$ cat src/rtl/ptp_ins_pkg.sv
package ptp_ins_pkg;
  localparam logic [63:0] NS_PER_SEC = 64'd1000000000;

  typedef struct packed {
    logic capA;
    logic moveAB;
    logic frameB;
    logic fire;
  } ptpStrobe_t;
endpackage

$ cat src/rtl/ptp_ins_ctrl.sv
module ptp_ins_ctrl
  import ptp_ins_pkg::*;
#(
  parameter int IDX_W = 8
) (
  input  logic             clk,
  input  logic             rstN,
  input  logic             inValid,
  input  logic             inSop,
  input  logic             inEop,
  output logic             inReady,
  output logic             outValid,
  input  logic             outReady,
  output logic             outSop,
  output logic             outEop,
  output ptpStrobe_t       strobe,
  output logic [IDX_W-1:0] beatIdx
);
  logic aV, aSop, aEop, bV, bSop, bEop;
  logic shift, capA;

  // a beat is released only when its successor is held or it closes the frame
  assign outValid = bV && (aV || bEop);
  assign shift    = !bV || (outValid && outReady);
  assign inReady  = shift || !aV;
  assign capA     = inValid && inReady;
  assign outSop   = bSop;
  assign outEop   = bEop;

  assign strobe.capA   = capA;
  assign strobe.moveAB = shift && aV;
  assign strobe.frameB = shift && aV && aSop;
  assign strobe.fire   = outValid && outReady;

  always_ff @(posedge clk or negedge rstN) begin
    if (!rstN) begin
      aV <= 1'b0; aSop <= 1'b0; aEop <= 1'b0;
      bV <= 1'b0; bSop <= 1'b0; bEop <= 1'b0;
      beatIdx <= '0;
    end else if (shift) begin
      bV   <= aV;
      bSop <= aSop;
      bEop <= aEop;
      if (aV) beatIdx <= aSop ? '0 : beatIdx + 1'b1;
      aV   <= capA;
      aSop <= inSop;
      aEop <= inEop;
    end else if (capA) begin
      aV   <= 1'b1;
      aSop <= inSop;
      aEop <= inEop;
    end
  end

  assert_first_idx_R8: assert property (@(posedge clk) disable iff (!rstN)
    (outValid && outSop) |-> (beatIdx == '0));
endmodule

$ cat src/rtl/ptp_ins_datapath.sv
module ptp_ins_datapath
  import ptp_ins_pkg::*;
#(
  parameter int BEAT_BYTES    = 8,
  parameter int OFF_W         = 11,
  parameter int PD_W          = 22,
  parameter int CLK_PERIOD_Q6 = 320,
  localparam int DW    = 8 * BEAT_BYTES,
  localparam int LB    = $clog2(BEAT_BYTES),
  localparam int IDX_W = OFF_W - LB,
  localparam int WIN_W = 2 * DW
) (
  input  logic             clk,
  input  logic             rstN,
  input  ptpStrobe_t       strobe,
  input  logic [IDX_W-1:0] beatIdx,
  input  logic [DW-1:0]    inData,
  input  logic             inSop,
  input  logic             inInsert,
  input  logic             inFmt,
  input  logic             inResUpd,
  input  logic [OFF_W-1:0] inTsOff,
  input  logic [OFF_W-1:0] inCorrOff,
  input  logic [63:0]      inIngressNs,
  input  logic [47:0]      todSec,
  input  logic [31:0]      todNs,
  input  logic [15:0]      todFrac,
  input  logic [PD_W-1:0]  pathDelay,
  output logic [DW-1:0]    outData
);
  logic [DW-1:0] aData, bData;
  logic aIns, aFmt, aRes, bIns, bFmt, bRes;
  logic [OFF_W-1:0] aTsOff, aCorrOff, bTsOff, bCorrOff;
  logic [63:0] aIngr, bIngr;
  logic [47:0] aSec, bSec, capSec;
  logic [31:0] aNs, bNs, capNs;
  logic [15:0] aFrac, bFrac;

  // path-delay compensation on the sampled time of day
  logic [63:0] delayQ16, sumQ16;
  logic        nsWrap;
  assign delayQ16 = 64'(pathDelay) * 64'(CLK_PERIOD_Q6);
  assign sumQ16   = {16'd0, todNs, todFrac} + delayQ16;
  assign nsWrap   = {16'd0, sumQ16[63:16]} >= NS_PER_SEC;
  assign capNs    = nsWrap ? 32'(sumQ16[47:16] - NS_PER_SEC[31:0]) : sumQ16[47:16];
  assign capSec   = todSec + 48'(nsWrap);

  always_ff @(posedge clk or negedge rstN) begin
    if (!rstN) begin
      aData <= '0; bData <= '0;
      {aIns, aFmt, aRes, bIns, bFmt, bRes} <= '0;
      {aTsOff, aCorrOff, bTsOff, bCorrOff} <= '0;
      {aIngr, bIngr} <= '0;
      {aSec, aNs, aFrac, bSec, bNs, bFrac} <= '0;
    end else begin
      if (strobe.capA) aData <= inData;
      if (strobe.capA && inSop) begin
        aIns <= inInsert; aFmt <= inFmt; aRes <= inResUpd;
        aTsOff <= inTsOff; aCorrOff <= inCorrOff; aIngr <= inIngressNs;
        aSec <= capSec; aNs <= capNs; aFrac <= sumQ16[15:0];
      end
      if (strobe.moveAB) bData <= aData;
      if (strobe.frameB) begin
        bIns <= aIns; bFmt <= aFmt; bRes <= aRes;
        bTsOff <= aTsOff; bCorrOff <= aCorrOff; bIngr <= aIngr;
        bSec <= aSec; bNs <= aNs; bFrac <= aFrac;
      end
    end
  end

  // correction field: read old value across the two held beats, modify
  logic [WIN_W-1:0] win;
  logic [63:0] egressNs, resid, oldCorr, corrComb, corrReg, corrSel;
  logic [LB-1:0] relC;
  logic corrHere, corrEn;
  logic [79:0] tsVec;
  logic [3:0]  tsLen;

  assign win      = {bData, aData};
  assign relC     = bCorrOff[LB-1:0];
  assign corrHere = (bCorrOff[OFF_W-1:LB] == beatIdx);
  assign oldCorr  = 64'(win >> (WIN_W - 64 - 8 * int'(relC)));
  assign egressNs = 64'(bSec) * NS_PER_SEC + 64'(bNs);
  assign resid    = ((egressNs - bIngr) << 16) + 64'(bFrac);
  assign corrComb = bRes ? oldCorr + resid : {oldCorr[63:16], bFrac};
  assign corrSel  = corrHere ? corrComb : corrReg;
  assign corrEn   = bRes || (bIns && !bFmt);
  assign tsVec    = bFmt ? {bSec[31:0], bNs, 16'd0} : {bSec, bNs};
  assign tsLen    = bFmt ? 4'd8 : 4'd10;

  always_ff @(posedge clk or negedge rstN) begin
    if (!rstN) corrReg <= '0;
    else if (strobe.fire && corrHere) corrReg <= corrComb;
  end

  for (genvar i = 0; i < BEAT_BYTES; i++) begin : gLane
    localparam logic [LB-1:0] LANE = LB'(i);
    logic [OFF_W-1:0] pos, dTs, dC;
    logic inTs, inC;
    logic [7:0] tsByte, cByte;
    assign pos    = {beatIdx, LANE};
    assign dTs    = pos - bTsOff;
    assign dC     = pos - bCorrOff;
    assign inTs   = bIns && (pos >= bTsOff) && (dTs < OFF_W'(tsLen));
    assign inC    = corrEn && (pos >= bCorrOff) && (dC < OFF_W'(8));
    assign tsByte = 8'(tsVec >> ({3'd0, 4'd9 - dTs[3:0]} << 3));
    assign cByte  = 8'(corrSel >> ({3'd0, 3'd7 - dC[2:0]} << 3));
    assign outData[DW-1-8*i -: 8] = inC ? cByte : (inTs ? tsByte : bData[DW-1-8*i -: 8]);
  end

  assert_ns_range_R7: assert property (@(posedge clk) disable iff (!rstN)
    (strobe.capA && inSop && (64'(todNs) < NS_PER_SEC)) |=> (64'(aNs) < NS_PER_SEC));

  assert_passthru_R1: assert property (@(posedge clk) disable iff (!rstN)
    (strobe.fire && !bIns && !bRes) |-> (outData == bData));
endmodule

$ cat src/rtl/ptp_onestep_inserter.sv
module ptp_onestep_inserter
  import ptp_ins_pkg::*;
#(
  parameter int BEAT_BYTES    = 8,
  parameter int OFF_W         = 11,
  parameter int PD_W          = 22,
  parameter int CLK_PERIOD_Q6 = 320,
  localparam int DW    = 8 * BEAT_BYTES,
  localparam int IDX_W = OFF_W - $clog2(BEAT_BYTES)
) (
  input  logic             clk,
  input  logic             rstN,
  input  logic             inValid,
  output logic             inReady,
  input  logic [DW-1:0]    inData,
  input  logic             inSop,
  input  logic             inEop,
  input  logic             inInsert,
  input  logic             inFmt,
  input  logic             inResUpd,
  input  logic [OFF_W-1:0] inTsOff,
  input  logic [OFF_W-1:0] inCorrOff,
  input  logic [63:0]      inIngressNs,
  input  logic [47:0]      todSec,
  input  logic [31:0]      todNs,
  input  logic [15:0]      todFrac,
  input  logic [PD_W-1:0]  pathDelay,
  output logic             outValid,
  input  logic             outReady,
  output logic [DW-1:0]    outData,
  output logic             outSop,
  output logic             outEop
);
  ptpStrobe_t       strobe;
  logic [IDX_W-1:0] beatIdx;

  ptp_ins_ctrl #(.IDX_W(IDX_W)) ctrl_i (
    .clk(clk), .rstN(rstN), .inValid(inValid), .inSop(inSop), .inEop(inEop),
    .inReady(inReady), .outValid(outValid), .outReady(outReady),
    .outSop(outSop), .outEop(outEop), .strobe(strobe), .beatIdx(beatIdx)
  );

  ptp_ins_datapath #(
    .BEAT_BYTES(BEAT_BYTES), .OFF_W(OFF_W), .PD_W(PD_W), .CLK_PERIOD_Q6(CLK_PERIOD_Q6)
  ) dp_i (
    .clk(clk), .rstN(rstN), .strobe(strobe), .beatIdx(beatIdx),
    .inData(inData), .inSop(inSop), .inInsert(inInsert), .inFmt(inFmt),
    .inResUpd(inResUpd), .inTsOff(inTsOff), .inCorrOff(inCorrOff),
    .inIngressNs(inIngressNs), .todSec(todSec), .todNs(todNs), .todFrac(todFrac),
    .pathDelay(pathDelay), .outData(outData)
  );

  assert_hold_R9: assert property (@(posedge clk) disable iff (!rstN)
    (outValid && !outReady) |=> (outValid && $stable(outData) && $stable(outSop) && $stable(outEop)));
endmodule

$ cat config.mk
export PLATFORM = sky130hd
export DESIGN_NAME = ptp_onestep_inserter
export DESIGN_NICKNAME = d
export VERILOG_FILES = /design/src/rtl/ptp_ins_pkg.sv /design/src/rtl/ptp_ins_ctrl.sv /design/src/rtl/ptp_ins_datapath.sv /design/src/rtl/ptp_onestep_inserter.sv
export SDC_FILE = /design/constraint.sdc
export NUM_CORES = 2
export LEC_CHECK = 0
export ABC_AREA = 1
export CORE_UTILIZATION = 60
export DETAILED_ROUTE_END_ITERATION = 8
export GPL_TIMING_DRIVEN = 0
export PLACE_DENSITY = 0.89
export RECOVER_POWER = 50
export SYNTH_ARGS = -nofsm -noshare
export SYNTH_HDL_FRONTEND = slang
export SYNTH_HIERARCHICAL = 1
export SYNTH_SLANG_ARGS = --single-unit
$ cat constraint.sdc
create_clock -name clk -period 18.3 [get_ports clk]
set_input_delay 3.66 -clock clk [delete_from_list [all_inputs] [get_ports clk]]
set_output_delay 3.66 -clock clk [all_outputs]
set_load 0.02 [all_outputs]
==> qor.csv <==
stage,metric,value,unit
status,run status,finished with violations,
status,violated checks,"design-rule violations, max-capacitance violations, max-slew violations",
layout,share of cells above drive strength 1,0.0325,
timing,Tcrit/Tclk final,0.956,
layout,Area Growth Syn to Fin,11.4,%
floorplan,die area,0.102,mm2
hold_path,Hold Path Depth,2,
route,DR WL/cell,27.8,um
yosys,Syn Inst Count,8816,
timing,Worst Skew,0.0438,ns
clocking,setup bufs post-CTS,0,
clocking,worst skew pair latency,0.72,ns
route,WL final,294000,um
grt,number of global-route vias before repair,65993,
floorplan,Ports,345,
route,Vias/cell,6.58,
place,Placer Congestion,1.23,
route,drt pass-1 iters,9,
layout,# fillers,8370,
clocking,H-Tree Depth,2,
layout,multi-input logic area,0.0406,mm2
timing,Worst-Margin Slew,6.41,ns
critical_path,"Max stage delay cell, worst path",dfrtp_1,
critical_path,CP Capture Type,output port,
critical_path,CP Data Arrival Time,13.84,ns
floorplan,FP Rows,116,
route,ANT nets after route,0,
timing,WHS,0.464,ns
yosys,Yosys reg bits,544,
grt,grt ovf,0,
clocking,CTS sink cnt,544,
yosys,Mapped Area,0.0605,mm2
timing,RSZ-0062 raised after global routing,no,
timing,final hold violations,0,
yosys,Yosys cell types,76,
timing,Slew Limit Fails,591,
yosys,Syn Nets,9819,
clocking,Root Buffer,clkbuf_16,
grt,Tot GR Track Use,0.562,
layout,design area,0.0674,mm2
critical_path,Reg2Reg Depth,44,
route,DRT iter0 DRCs,11595,
clocking,CTS tree,done,
clocking,number of buffers created by CTS,58,
floorplan,Die Ht,319,um
critical_path,crit start category,flop,
floorplan,CORE AREA,0.100,mm2
hold_path,type of the worst min-delay path,flop to flop,
place,# port buffers,327,
floorplan,Initial Util,0.605,
yosys,"FFs w/ async S/R, synth",1.00,
clocking,clk buf depth,3,
critical_path,CP Class,flop to output port,
yosys,"Seq/Total Area, Yosys",0.225,
place,"Cell Area, Placed",0.0655,mm2
layout,FF+latch area,0.0136,mm2
yosys,Syn. warnings,6,
critical_path,cell mode on critical path,inv_1,
layout,"most common cell after layout, fill and taps aside",nand2_1,
route,vias,69575,
timing,fin crit period,17.50,ns
grt,antenna violations before repair,39,
layout,most frequent cells in the layout,"nand2_1, inv_1, o21ai_0",
clocking,clock-pin slew on the worst setup and hold paths,0.06,ns
timing,final setup violation count,0,
critical_path,Worst Path Max Fanout,11,
grt,largest net degree at the start of global routing,122,
yosys,Mean Syn Cell Area,6.86,um2
critical_path,CP peak stage delay,0.94,ns
job,MaxCap Viol Count,16,
place,post-detailed-placement half-perimeter wirelength,240000,um
grt,global-route wire length before repair,421000,um
clocking,CTS resizes,0,
yosys,Synth Flop Type,dfrtp_1,
critical_path,WP data required,14.64,ns
yosys,"EDFF count, synth",0,
clocking,Hold Buf Count CTS,0,
floorplan,die width,319,um
timing,Slew HR,-3.28,
timing,Max Freq,57.1,MHz
route,drt drc,23,
timing,worst setup margin,0.801,ns
layout,layout net count,10215,
place,dpl ws,2.46,ns
## synth_stat cells (5+ instances only)
library cell  instances  area [um2]
nor2_1              496        1860
buf_1                79         297
or2_2                71         444
o31ai_1              28         210
nand2_1            2252        8450
o22ai_1              38         238
clkbuf_1            248         931
nor3_1               55         275
nand3b_1             11        82.6
a21boi_0              7        52.6
nand4_1              45         282
fa_1                292        5850
a21oi_1             394        1970
nor2_2                6        37.5
nor4_2                6        75.1
inv_2                12        45.0
inv_1              1276        4790
xor2_1              217        1900
o32ai_1              10        87.6
o221ai_1             26         228
and3_1                8        50.1
nand2_2               9        56.3
o211ai_1            109         818
a211oi_1             27         203
o21bai_1             21         158
o21ai_0             986        4930
buf_6                 5        56.3
nand3_1             686        3430
o2111ai_1             6        52.6
mux2_2               45         507
a31oi_1              25         156
dfrtp_1             544       13600
o21ai_1              18        90.1
mux2i_1              87         871
ha_1                434        5430
o21a_1               21         158
xnor2_1              75         657
buf_2                23         115
a221o_1               5        50.1
a21o_1               17         128
clkinv_1             11        41.3
nor4_1               29         181
## per-stage QoR
| step | utilization | setup TNS (ns) | std cells |
|---|---|---|---|
| 5_1_grt | 0.673 | 0 | 10564 |
| 3_5_place_dp | 0.655 | 0 | 10447 |
| 2_1_floorplan | - | 0 | 8816 |
| 3_3_place_gp | 0.654 | -5478.51 | 10441 |
| 4_1_cts | 0.675 | 0 | 10554 |
| 6_report | 0.674 | 0 | 10580 |
## critical path, delay by kind of cell, from the launching register on
| family | cells | cell delay (ns) |
|---|---|---|
| flip-flops | 1 | 0.94 |
| XOR/XNOR | 2 | 0.88 |
| buffers and inverters | 9 | 1.43 |
| AND/OR/NAND/NOR | 18 | 2.66 |
| adder cells (fa/ha/maj) | 11 | 4.87 |
| AO/OA/AOI/OAI | 8 | 2.31 |
## cells by family (layout without fill, tap and decap cells)
kind of cell,after synthesis,count (layout),synth area share
and+or+nand+nor,3695,3695,0.256
AOI/OAI and AO/OA,1767,1767,0.163
buffers and inverters,1656,2099,0.104
adders and majority gates,726,726,0.186
DFF,544,544,0.225
xor gates and xnor gates,296,296,0.0434
muxes,132,132,0.0228
other,0,23,0
## worst paths after layout
| check | from | end | slack, ns |
|---|---|---|---|
| worst max-delay path | dp_i/bSec[13] | outData[46] | 0.80 |
| worst min-delay path | dp_i/aIngr[2] | dp_i/bIngr[2] | 0.46 |
| worst max register to register | dp_i/bSec[13] | dp_i/corrReg[63] | 6.87 |
| worst min register to register | dp_i/aIngr[2] | dp_i/bIngr[2] | 0.46 |
| max in group asynchronous | rstN | dp_i/bTsOff[8] | 3.64 |
| min in group asynchronous | rstN | dp_i/corrReg[51] | 3.85 |
## state kept, by name (all words and copies together), names as in the netlist, 8 cells and up
| signal | flops |
|---|---|
| dp_i/aData | 64 |
| dp_i/bData | 64 |
| dp_i/corrReg | 64 |
| dp_i/aIngr | 48 |
| dp_i/aSec | 48 |
| dp_i/bIngr | 48 |
| dp_i/bSec | 48 |
| dp_i/aNs | 32 |
| dp_i/bNs | 32 |
| dp_i/aFrac | 16 |
| dp_i/bFrac | 16 |
| dp_i/aCorrOff | 11 |
| dp_i/aTsOff | 11 |
| dp_i/bCorrOff | 11 |
| dp_i/bTsOff | 11 |
| ctrl_i/beatIdx | 8 |
## final cells by class
class	count	share of cell area
repair buffers	336	0.0492
multi-input cells	6616	0.602
well taps	1298	0.0241
clock inverters	26	0.00447
inverters	1299	0.0724
plain buffers	357	0.0208
clock buffers	81	0.0245
diodes	23	0.000854
flip-flops and latches	544	0.202
## metal layers
| metal | global-route usage | wire length [um] | part of all wire |
|---|---|---|---|
| met1 | 0.637 | 97900 | 0.33 |
| met2 | 0.803 | 117000 | 0.40 |
| met3 | 0.228 | 44000 | 0.15 |
| met4 | 0.520 | 34900 | 0.12 |
| met5 | 0.00709 | 225 | 0.00076 |
Power is left out: the tool's default activity adds up to more than one toggle a clock period on the data nets, which glitch-free logic cannot reach.
